===== src/rtl/rns_pkg.sv =====
package rns_pkg;

    typedef enum logic [1:0] {
        ST_IDLE   = 2'd0,
        ST_SCAN   = 2'd1,
        ST_FINISH = 2'd2
    } conv_state_t;

    // Weight of bit position idx reduced by modulus m; loop bound is fixed
    function automatic int unsigned pow2_mod(input int unsigned idx,
                                             input int unsigned m);
        int unsigned r;
        r = 1 % m;
        for (int i = 0; i < 64; i++) begin
            if (i < idx) r = (r * 2) % m;
        end
        return r;
    endfunction

endpackage


===== src/rtl/rns_mod_add.sv =====
module rns_mod_add #(
    parameter int unsigned MOD = 7,
    localparam int unsigned RW = $clog2(MOD)
) (
    input  logic [RW-1:0] a,
    input  logic [RW-1:0] b,
    output logic [RW-1:0] s
);
    logic [RW:0] raw;

    always_comb begin
        raw = {1'b0, a} + {1'b0, b};
        if (raw >= (RW+1)'(MOD)) begin
            s = RW'(raw - (RW+1)'(MOD));
        end else begin
            s = raw[RW-1:0];
        end
    end
endmodule


===== src/rtl/rns_lane.sv =====
module rns_lane #(
    parameter int unsigned MOD   = 7,
    parameter int unsigned WIDTH = 10,
    localparam int unsigned RW = $clog2(MOD),
    localparam int unsigned CW = $clog2(WIDTH)
) (
    input  logic          clk,
    input  logic          rst_n,
    input  logic          clear,
    input  logic          step,
    input  logic          bit_in,
    input  logic [CW-1:0] bit_idx,
    output logic [RW-1:0] acc
);
    import rns_pkg::*;

    logic [RW-1:0] weight_tab [WIDTH];
    logic [RW-1:0] addend;
    logic [RW-1:0] sum;

    for (genvar j = 0; j < WIDTH; j++) begin : g_weight
        assign weight_tab[j] = RW'(pow2_mod(j, MOD));
    end

    always_comb begin
        addend = bit_in ? weight_tab[bit_idx] : '0;
    end

    rns_mod_add #(.MOD(MOD)) u_add (
        .a (acc),
        .b (addend),
        .s (sum)
    );

    always_ff @(posedge clk or negedge rst_n) begin
        if (!rst_n) begin
            acc <= '0;
        end else if (clear) begin
            acc <= '0;
        end else if (step) begin
            acc <= sum;
        end
    end
endmodule


===== src/rtl/rns_fwd_conv.sv =====
module rns_fwd_conv #(
    parameter int unsigned WIDTH = 10,
    localparam int unsigned CW = $clog2(WIDTH)
) (
    input  logic             clk,
    input  logic             rst_n,
    input  logic             start,
    input  logic [WIDTH-1:0] din,
    output logic             busy,
    output logic             done,
    output logic [2:0]       res_m8,
    output logic [2:0]       res_m7,
    output logic [2:0]       res_m5,
    output logic [1:0]       res_m3
);
    import rns_pkg::*;

    localparam logic [CW-1:0] LAST_IDX = CW'(WIDTH - 1);

    conv_state_t     state_q, state_d;
    logic [WIDTH-1:0] shift_q;
    logic [CW-1:0]    idx_q;
    logic [2:0]       low_q;
    logic             accept;
    logic             step;

    // State register
    always_ff @(posedge clk or negedge rst_n) begin
        if (!rst_n) begin
            state_q <= ST_IDLE;
        end else begin
            state_q <= state_d;
        end
    end

    // Next-state logic
    always_comb begin
        state_d = state_q;
        unique case (state_q)
            ST_IDLE:   if (start) state_d = ST_SCAN;                 // ACCEPT
            ST_SCAN:   if (idx_q == LAST_IDX) state_d = ST_FINISH;   // LAST / STEP
            ST_FINISH: state_d = start ? ST_SCAN : ST_IDLE;          // RELOAD / RETIRE
            default:   state_d = ST_IDLE;
        endcase
    end

    // Outputs and control strobes
    always_comb begin
        busy   = 1'b0;
        done   = 1'b0;
        accept = 1'b0;
        step   = 1'b0;
        unique case (state_q)
            ST_IDLE:   accept = start;
            ST_SCAN:   begin busy = 1'b1; step = 1'b1; end
            ST_FINISH: begin done = 1'b1; accept = start; end
            default:   ;
        endcase
    end

    // Operand shift register, bit index and mod-8 digit
    always_ff @(posedge clk or negedge rst_n) begin
        if (!rst_n) begin
            shift_q <= '0;
            idx_q   <= '0;
            low_q   <= '0;
        end else if (accept) begin
            shift_q <= din;
            idx_q   <= '0;
            low_q   <= din[2:0];
        end else if (step) begin
            shift_q <= shift_q >> 1;
            idx_q   <= idx_q + CW'(1);
        end
    end

    rns_lane #(.MOD(7), .WIDTH(WIDTH)) u_lane7 (
        .clk(clk), .rst_n(rst_n), .clear(accept), .step(step),
        .bit_in(shift_q[0]), .bit_idx(idx_q), .acc(res_m7)
    );
    rns_lane #(.MOD(5), .WIDTH(WIDTH)) u_lane5 (
        .clk(clk), .rst_n(rst_n), .clear(accept), .step(step),
        .bit_in(shift_q[0]), .bit_idx(idx_q), .acc(res_m5)
    );
    rns_lane #(.MOD(3), .WIDTH(WIDTH)) u_lane3 (
        .clk(clk), .rst_n(rst_n), .clear(accept), .step(step),
        .bit_in(shift_q[0]), .bit_idx(idx_q), .acc(res_m3)
    );

    assign res_m8 = low_q;
endmodule


===== config.mk =====
export PLATFORM = sky130hd
export DESIGN_NAME = rns_fwd_conv
export DESIGN_NICKNAME = d
export VERILOG_FILES = /design/src/rtl/rns_pkg.sv /design/src/rtl/rns_mod_add.sv /design/src/rtl/rns_lane.sv /design/src/rtl/rns_fwd_conv.sv
export SDC_FILE = /design/constraint.sdc
export NUM_CORES = 1
export LEC_CHECK = 0
export ABC_AREA = 0
export BUFFER_PORTS_ARGS = -buffer_cell sky130_fd_sc_hd__buf_2
export CORE_ASPECT_RATIO = 0.9
export CORE_MARGIN = 2
export CORE_UTILIZATION = 45
export CTS_CLUSTER_DIAMETER = 150
export CTS_CLUSTER_SIZE = 12
export DETAILED_ROUTE_END_ITERATION = 7
export PLACE_DENSITY = 0.66
export SYNTH_ARGS = -nofsm -noshare
export SYNTH_HDL_FRONTEND = slang
export SYNTH_SLANG_ARGS = --single-unit

===== constraint.sdc =====
create_clock -name clk -period 6.67 [get_ports clk]
set_clock_uncertainty 0.2 [all_clocks]
set_input_delay 0.667 -clock clk [delete_from_list [all_inputs] [get_ports clk]]
set_output_delay 0.667 -clock clk [all_outputs]
set_load 0.01 [all_outputs]

==> reports/summary.txt, run 1 <==
Status: finished, final reports clean
Chip Width: 67.2 um
Pwr Total: 977 uW
Die height: 60.9 um
Routed WL: 3260 um
TNS Setup: 0 ns
Fraction of registers with async set/reset: 100%
Antenna violations before repair: 0
Post-route DRC: 0
Yosys top cell by area: dfrtp_1
Root buffer cell: clkbuf_8
Row count: 20
CTS max path bufs: 2
N_diodes: 0
Rel. slew slack: 47.9%
Post-Syn Nets: 194
CP startpoint kind: register
Final min period: 3.32 ns
CP Capture Type: register
Total grt overflow: 0
Post-Syn Instances: 164
Nets: 219
RSZ-0062 raised after global routing: false
Synthesized cell area: 1620 um2
Post_cts resized: 0
Worst EP arrival: 3.28 ns
WS Path Type: register to register
Cts bufs inserted: 3
DIE AREA: 4090 um2
Largest net degree at the start of global routing: 28
Largest cells by area after synthesis: dfrtp_1 42%, ha_1 11%, nand2_1 8.8%
Worst-skew pair later-pin latency: 0.27 ns
Most common cell in the synthesized netlist: nand2_1
Drt pass-1 iters: 4
CTS Sinks: 27
Top fanout value on the critical path: 8
Mean Syn Cell Area: 9.86 um2
Core area: 3400 um2
VDD IR max: 0.000295 V
Worst hold path class: input pin to asynchronous set/reset pin
Ys flop type: dfrtp_1
Sequential area share after synthesis: 41.8%
DR vias/cell: 5.34
CP required: 6.63 ns
Reg2Reg Depth: 10
Number of post-CTS setup repair buffers: 0
# setup viols final: 0
Fin crit share: 49.7%
Via Count: 1240
Top Ports: 26
Fmax: 301 MHz
Drt wl/cell: 14.0 um
Share of cells above drive strength 1: 18.6%
Total track usage: 18.4%
Power Density: 537 nW/um2
Post-Route Utilization: 53.5%
Gpl congestion: 0.792
Reg clk slew, reported paths: 0.10 ns
First-pass GRT wire length: 5560 um
Starting Density: 47.5%
1st-iter DRT viols: 50
Port Buffers: 25
Area grow syn2layout: 12.5%
Synth top cells by count: 38 x nand2_1, 27 x dfrtp_1, 14 x ha_1
H-tree depth: 1
Post-synthesis cell type count: 37
Seq cells post-synth: 27
Hpwl dp: 2420 um
Post-route ant nets: 0
Number of global-route vias before repair: 1232
CTS tree: done
Post-synth top area share: 41.8%
Pleak: 0.000949 uW
Max-cap violations: 0
Ys Warns: 0
Final Max Slew Viols: 0
Post-CTS Hold Buffers: 0
Number of enable flip-flop cells after synthesis: 0
Worst Tran Pin Value: 0.780 ns
Hold Fails Final Rpt: 0
==> report_power, final <==
part           internal, uW  switching (uW)
Combinational           254             325
Clock                  42.8            50.5
Sequential              239            66.5
==> cell usage in the layout, fill, tap and decap left out, types with 4 or more instances in the layout <==
master / instances
a21oi_1: 5
a22oi_1: 6
buf_2: 25
dfrtp_1: 27
ha_1: 14
inv_1: 9
mux2i_1: 7
nand2_1: 38
nand3_1: 4
o21ai_0: 10
==> routing by layer <==
layer  wire, um  GRT usage, %
met1       1490          23.7
met2       1600          31.7
met3        146          4.27
met4         19          4.08
met5          0             0
==> cell families (layout without fill, tap and decap cells) <==
group           after synthesis  in the layout  share of synthesized area, %
buf+inv                      15             39                          4.02
fa+ha+maj                    17             17                          14.5
mux                           8              8                          5.03
flops                        27             27                          41.8
simple gates                 58             58                          16.6
compound gates               34             34                          14.9
xor+xnor                      5              5                          3.17
==> critical path: stages, from the launching register on <==
cell and delay (ns):
dfrtp_1 0.48, inv_1 0.09, ha_1 0.34, mux2_2 0.27, o211a_1 0.21, ha_1 0.23
fa_1 0.47, ha_1 0.26, a221oi_2 0.34, mux2i_1 0.25, o21ai_1 0.07
==> final cells by class <==
type                    count  area [um2]
flip-flops and latches     27         676
multi-input cells         122         877
fillers                   348        1580
clock buffers               4        45.0
repair buffers             26         133
well taps                  44        55.1
inverters                   9        33.8
==> sequential cells by signal, indices dropped and copies added, names as in the netlist <==
| name | count |
|---|---|
| u_lane3.acc | 2 |
| u_lane5.acc | 3 |
| u_lane7.acc | 3 |
| state_q | 2 |
| idx_q | 4 |
| res_m8 | 3 |
| shift_q | 10 |
==> final timing paths <==
check	end	slack, ns	startpoint
setup / recovery	u_lane7.acc[1]	3.35	idx_q[0]
hold / removal	u_lane5.acc[2]	0.19	rst_n
setup reg to reg	u_lane7.acc[1]	3.35	idx_q[0]
hold reg to reg	res_m8[2]	0.28	res_m8[2]
max in group asynchronous	idx_q[2]	5.66	rst_n
min in group clk	res_m8[2]	0.28	res_m8[2]
==> per-stage QoR <==
stage / instances / worst slack (ns) / hold WS [ns] / area (um2)
after CTS: 232 / 3.37 / 0.210 / 1820
after global placement: 228 / 3.52 / 0.260 / 1770
after global routing: 232 / 3.07 / 0.233 / 1820
final: 232 / 3.35 / 0.195 / 1820
after floorplan: 164 / 3.60 / 0.171 / 1620
after detailed placement: 228 / 3.38 / 0.262 / 1770
(Power assumes the default switching activity.)
==> run 2, diff against run 1 <==
==> constraint.sdc (replaced) <==
create_clock -name clk -period 3.06 [get_ports clk]
set_clock_uncertainty 0.2 [all_clocks]
set_input_delay 0.306 -clock clk [delete_from_list [all_inputs] [get_ports clk]]
set_output_delay 0.306 -clock clk [all_outputs]
set_load 0.01 [all_outputs]
==> reports/summary.txt, run 2 (synthesis results as in run 1) <==
Most Frequent Cell on Critical Path: ha_4 (was ha_1)
Power Density: 1210 nW/um2 (was 537 nW/um2)
Drt pass-1 iters: 4 (unchanged)
CTS max path bufs: 2 (unchanged)
Register-to-Register Setup Slack: 0.05 ns (was 3.35 ns)
DIE AREA: 4090 um2 (unchanged)
Chip Width: 67.2 um (unchanged)
H-tree depth: 1 (unchanged)
Post-route ant nets: 0 (unchanged)
CP required: 3.02 ns (was 6.63 ns)
Fin crit share: 98.4% (was 49.7%)
Critical-path cell list: inv_2, ha_4, mux2_4, o211a_1, ha_4, fa_1, ha_4, a221oi_4, mux2i_1, o21ai_1 (was inv_1, ha_1, mux2_2, o211a_1, ha_1, fa_1, ha_1, a221oi_2, mux2i_1, o21ai_1)
Reg2Reg Depth: 10 (unchanged)
RSZ-0062 raised after global routing: true (was false)
Final min period: 3.01 ns (was 3.32 ns)
Rel. slew slack: 47.0% (was 47.9%)
Row count: 20 (unchanged)
Reg-to-reg critical path endpoint: u_lane7.acc[1] (unchanged)
Worst-skew pair later-pin latency: 0.27 ns (about the same)
Crit Reg-Reg Startpoint: idx_q[0] (unchanged)
Largest net degree at the start of global routing: 28 (unchanged)
Worst Hold Path EP: res_m8[1]
Worst EP arrival: 2.97 ns (was 3.28 ns)
Final Max Slew Viols: 0 (unchanged)
Buffers and inverters on the worst path: 1 (unchanged)
Worst path slowest cell: fa_1 (was dfrtp_1)
WS Path Type: register to register (unchanged)
Total grt overflow: 0 (unchanged)
N_diodes: 0 (unchanged)
Drt wl/cell: 14.2 um (was 14.0 um)
Total track usage: 19.0% (was 18.4%)
Post-Place Setup Slack: -0.0575 ns (was 3.38 ns)
Hold Fails Final Rpt: 0 (unchanged)
Nets: 227 (was 219)
Commonest non-fill, non-tap cell in the layout: nand2_1 (unchanged)
Min-delay src: din[1]
Placed insts: 231 (was 228)
Starting Density: 47.5% (unchanged)
Number of global-route vias before repair: 1276 (was 1232)
Cts bufs inserted: 3 (unchanged)
Post-route DRC: 0 (unchanged)
CP max stage delay: 0.54 ns (was 0.48 ns)
First-pass GRT wire length: 5870 um (was 5560 um)
Antenna violations before repair: 0 (unchanged)
Status: finished, final reports clean (unchanged)
Delay-heaviest family, CP: adder cells (unchanged)
Min-Delay Path Depth: 3
Top Ports: 26 (unchanged)
Die height: 60.9 um (unchanged)
Final setup margin: 0.0480 ns (was 3.35 ns)
Area grow syn2layout: 20.6% (was 12.5%)
1st-iter DRT viols: 26 (was 50)
Crit path from: idx_q[0] (unchanged)
Hpwl dp: 2440 um (was 2420 um)
Routed WL: 3400 um (was 3260 um)
CTS tree: done (unchanged)
Root buffer cell: clkbuf_8 (unchanged)
Port Buffers: 25 (unchanged)
Max FFs per register: 10 (unchanged)
Reg clk slew, reported paths: 0.09 ns (was 0.10 ns)
Gpl congestion: 0.813 (was 0.792)
# setup viols final: 0 (unchanged)
Share of cells above drive strength 1: 26.5% (was 18.6%)
Worst Tran Pin Value: 0.794 ns (was 0.780 ns)
VDD IR max: 0.000463 V (was 0.000295 V)
Worst hold path class: input pin to register (was input pin to asynchronous set/reset pin)
Pleak: 0.000986 uW (was 0.000949 uW)
Top fanout value on the critical path: 4 (was 8)
Pwr Total: 2370 uW (was 977 uW)
Most flop-heavy register: shift_q (unchanged)
Core area: 3400 um2 (unchanged)
Via Count: 1265 (was 1240)
Most frequent cells in the layout: 38 x nand2_1, 27 x dfrtp_1, 25 x buf_2 (unchanged)
CP startpoint kind: register (unchanged)
Final Non-Filler Cells: 240 (was 232)
Max-cap violations: 0 (unchanged)
CTS Sinks: 27 (unchanged)
DR vias/cell: 5.27 (was 5.34)
Fmax: 332 MHz (was 301 MHz)
Largest regs: shift_q x10, idx_q x4 (unchanged)
CP Capture Type: register (unchanged)
## run 2: changes by cell type in the layout (fill, tap and decap cells not counted), sizes merged
| cell | before | now |
|---|---|---|
| clkbuf | 4 | 3 |
| dlygate4sd3 | 0 | 1 |
| clkinvlp | 0 | 1 |
| buf | 26 | 33 |
## run 2: worst max path at each step
stage,endpoint,depth (start not counted)
global route,u_lane7.acc[1],10
finish,u_lane7.acc[1],10
detailed placement,u_lane7.acc[1],10
floorplan,u_lane7.acc[1],10
global placement,u_lane7.acc[1],10
CTS,u_lane5.acc[1],11
## run 2: worst reg2reg max path: stages, from the launching register on
cell	delay, ns
dfrtp_1	0.40
inv_2	0.08
ha_4	0.21
mux2_4	0.26
o211a_1	0.23
ha_4	0.17
fa_1	0.54
ha_4	0.20
a221oi_4	0.31
mux2i_1	0.22
o21ai_1	0.07
## run 2: layer usage
| layer | part of all wire (%) | up-vias | GRT usage [%] |
|---|---|---|---|
| li1 | - | 623 | - |
| met1 | 45 | 615 | 23.7 |
| met5 | 0 | - | 0 |
| met3 | 3.2 | 6 | 2.41 |
| met4 | 1.4 | 0 | 6.41 |
| met2 | 50 | 21 | 34.1 |
## run 2: layout make-up
cell class              instances  area [um2]
multi-input cells             122         943
repair buffers                 34         195
clock buffers                   3        41.3
fillers                       310        1450
flip-flops and latches         27         676
inverters                       9        33.8
well taps                      44        55.1
clock inverters                 1        7.51
## run 2: report_power, final
group / internal [uW] / switching, uW
registers: 521 / 131
logic: 704 / 802
clock network: 92.5 / 115
## run 2: per-stage QoR
stage	setup TNS, ns	area [um2]	hold slack (ns)	util (%)
6_report	0	1950	0.0394	57.4
5_1_grt	-0.0772	1950	0.0346	57.4
4_1_cts	0	1870	0.0386	55.0
3_5_place_dp	-0.111	1800	0.152	52.8
3_3_place_gp	0	1800	0.151	52.8
2_1_floorplan	0	1620	-0.190	-
## run 2: timing repair
item | in CTS | in global routing
buffers inserted | 0 | 4
hold endpoints to repair | 27 | 0
setup endpoints to repair | 4 | 4
pin swaps | 0 | 5
hold buffers | 1 | 0
gates resized for setup | 4 | 10
==> run 3, diff against run 2 <==
--- a/config.mk
+++ b/config.mk
@@ -14,6 +14,7 @@
 export CTS_CLUSTER_SIZE = 12
 export DETAILED_ROUTE_END_ITERATION = 7
 export PLACE_DENSITY = 0.66
+export RECOVER_POWER = 50
 export SYNTH_ARGS = -nofsm -noshare
 export SYNTH_HDL_FRONTEND = slang
 export SYNTH_SLANG_ARGS = --single-unit
==> constraint.sdc (replaced) <==
create_clock -name clk -period 3.06 [get_ports clk]
set_clock_uncertainty 0.2 [all_clocks]
set_input_delay 0.612 -clock clk [delete_from_list [all_inputs] [get_ports clk]]
set_output_delay 0.612 -clock clk [all_outputs]
set_load 0.01 [all_outputs]
==> reports/summary.txt, run 3 (synthesis results as in run 1) <==
Largest regs: shift_q x10, idx_q x4 (unchanged)
Drt wl/cell: 14.2 um (about the same)
Root buffer cell: clkbuf_8 (unchanged)
Hold Fails Final Rpt: 0 (unchanged)
Worst EP arrival: 2.97 ns (about the same)
CP max stage delay: 0.54 ns (about the same)
WS Path Type: register to register (unchanged)
Final min period: 3.01 ns (about the same)
N_diodes: 0 (unchanged)
Total track usage: 18.9% (was 19.0%)
CTS Sinks: 27 (unchanged)
Worst hold path class: register to register (was input pin to register)
Reg clk slew, reported paths: 0.10 ns (was 0.09 ns)
Largest net degree at the start of global routing: 28 (unchanged)
Final Non-Filler Cells: 239 (was 240)
CTS max path bufs: 2 (unchanged)
CP required: 3.02 ns (about the same)
Area grow syn2layout: 19.7% (was 20.6%)
Via Count: 1257 (was 1265)
Number of global-route vias before repair: 1273 (was 1276)
Cts bufs inserted: 3 (unchanged)
Final Max Slew Viols: 0 (unchanged)
Post-CTS Hold Buffers: 0 (was 1)
Die height: 60.9 um (unchanged)
Gpl congestion: 0.813 (unchanged)
Fin crit share: 98.4% (about the same)
DIE AREA: 4090 um2 (unchanged)
Status: finished, final reports clean (unchanged)
First-pass GRT wire length: 5860 um (was 5870 um)
1st-iter DRT viols: 29 (was 26)
Total grt overflow: 0 (unchanged)
Hpwl dp: 2440 um (unchanged)
Fmax: 332 MHz (about the same)
Most flop-heavy register: shift_q (unchanged)
DR vias/cell: 5.26 (was 5.27)
Power Density: 1220 nW/um2 (was 1210 nW/um2)
Max-cap violations: 0 (unchanged)
Port Buffers: 25 (unchanged)
Pleak: 0.000975 uW (was 0.000986 uW)
CTS tree: done (unchanged)
Worst Tran Pin Value: 1.42 ns (was 0.794 ns)
Most frequent cells in the layout: 38 x nand2_1, 27 x dfrtp_1, 24 x buf_2 (was 38 x nand2_1, 27 x dfrtp_1, 25 x buf_2)
Rel. slew slack: 5.10% (was 47.0%)
Post-route ant nets: 0 (unchanged)
Register-to-Register Setup Slack: 0.05 ns (about the same)
Routed WL: 3390 um (was 3400 um)
RSZ-0062 raised after global routing: true (unchanged)
Chip Width: 67.2 um (unchanged)
Share of cells above drive strength 1: 25.6% (was 26.5%)
Placed insts: 231 (unchanged)
VDD IR max: 0.000463 V (about the same)
Critical-path cell list: inv_2, ha_4, mux2_4, o211a_1, ha_4, fa_1, ha_4, a221oi_4, mux2i_1, o21ai_1 (unchanged)
Worst path slowest cell: fa_1 (unchanged)
Top fanout value on the critical path: 4 (unchanged)
Post-route DRC: 0 (unchanged)
Fill cells: 313 (was 310)
Max FFs per register: 10 (unchanged)
Drt pass-1 iters: 4 (unchanged)
Top Ports: 26 (unchanged)
Most Frequent Cell on Critical Path: ha_4 (unchanged)
Worst-skew pair later-pin latency: 0.28 ns (was 0.27 ns)
Starting Density: 47.5% (unchanged)
Nets: 226 (was 227)
Row count: 20 (unchanged)
CP Capture Type: register (unchanged)
Commonest non-fill, non-tap cell in the layout: nand2_1 (unchanged)
H-tree depth: 1 (unchanged)
Pwr Total: 2360 uW (was 2370 uW)
CP startpoint kind: register (unchanged)
Core area: 3400 um2 (unchanged)
# setup viols final: 0 (unchanged)
Antenna violations before repair: 0 (unchanged)
[run 3: path summary, 6_finish.rpt]
path	from	to	depth (start not counted)
max in group asynchronous	rst_n	u_lane7.acc[2]	1
setup / recovery	idx_q[0]	u_lane7.acc[1]	10
min in group asynchronous	rst_n	u_lane3.acc[1]	1
setup reg to reg	idx_q[0]	u_lane7.acc[1]	10
hold / removal	shift_q[3]	shift_q[3]	2
hold reg to reg	shift_q[3]	shift_q[3]	2
[run 3: cell type report]
cell class,count,area (um2),share of cell area (%)
flip-flops and latches,27,676,34.9
clock inverters,1,7.51,0.388
well taps,44,55.1,2.84
clock buffers,3,41.3,2.13
multi-input cells,122,943,48.7
inverters,9,33.8,1.74
repair buffers,33,180,9.30
[run 3: what timing repair did]
action | 4_1_cts | 5_1_grt
pin swaps | 0 | 5
gates resized for setup | 4 | 10
setup endpoints to repair | 4 | 4
buffers inserted | 0 | 4
[run 3: metal layers]
| layer | wire (um) | global-route usage (%) |
|---|---|---|
| met1 | 1530 | 23.6 |
| met2 | 1700 | 34.1 |
| met3 | 118 | 2.41 |
| met4 | 46 | 6.41 |
| met5 | 0 | 0 |
[run 3: critical path, delay by kind of cell (launching register included)]
family | cells | cell delay (ns)
adder cells (fa/ha/maj) | 4 | 1.12
AO/OA/AOI/OAI | 3 | 0.61
multiplexers | 2 | 0.48
flip-flops | 1 | 0.40
buffers and inverters | 1 | 0.08
[run 3: where the power goes]
part,internal (uW),switching (uW),total (uW)
combinational,700,801,1500
sequential,521,130,652
clock,92.5,115,208
[run 3: per-stage QoR]
stage | setup TNS, ns | util [%] | cell area [um2] | hold WS, ns | setup slack [ns]
floorplan | 0 | - | 1620 | 0.116 | 0.00385
global route | -0.0772 | 56.9 | 1940 | 0.322 | -0.0479
finish | 0 | 56.9 | 1940 | 0.288 | 0.0482
detailed placement | -0.111 | 52.8 | 1800 | 0.263 | -0.0575
global placement | 0 | 52.8 | 1800 | 0.260 | 0.0678
CTS | 0 | 54.7 | 1860 | 0.149 | 0.00876
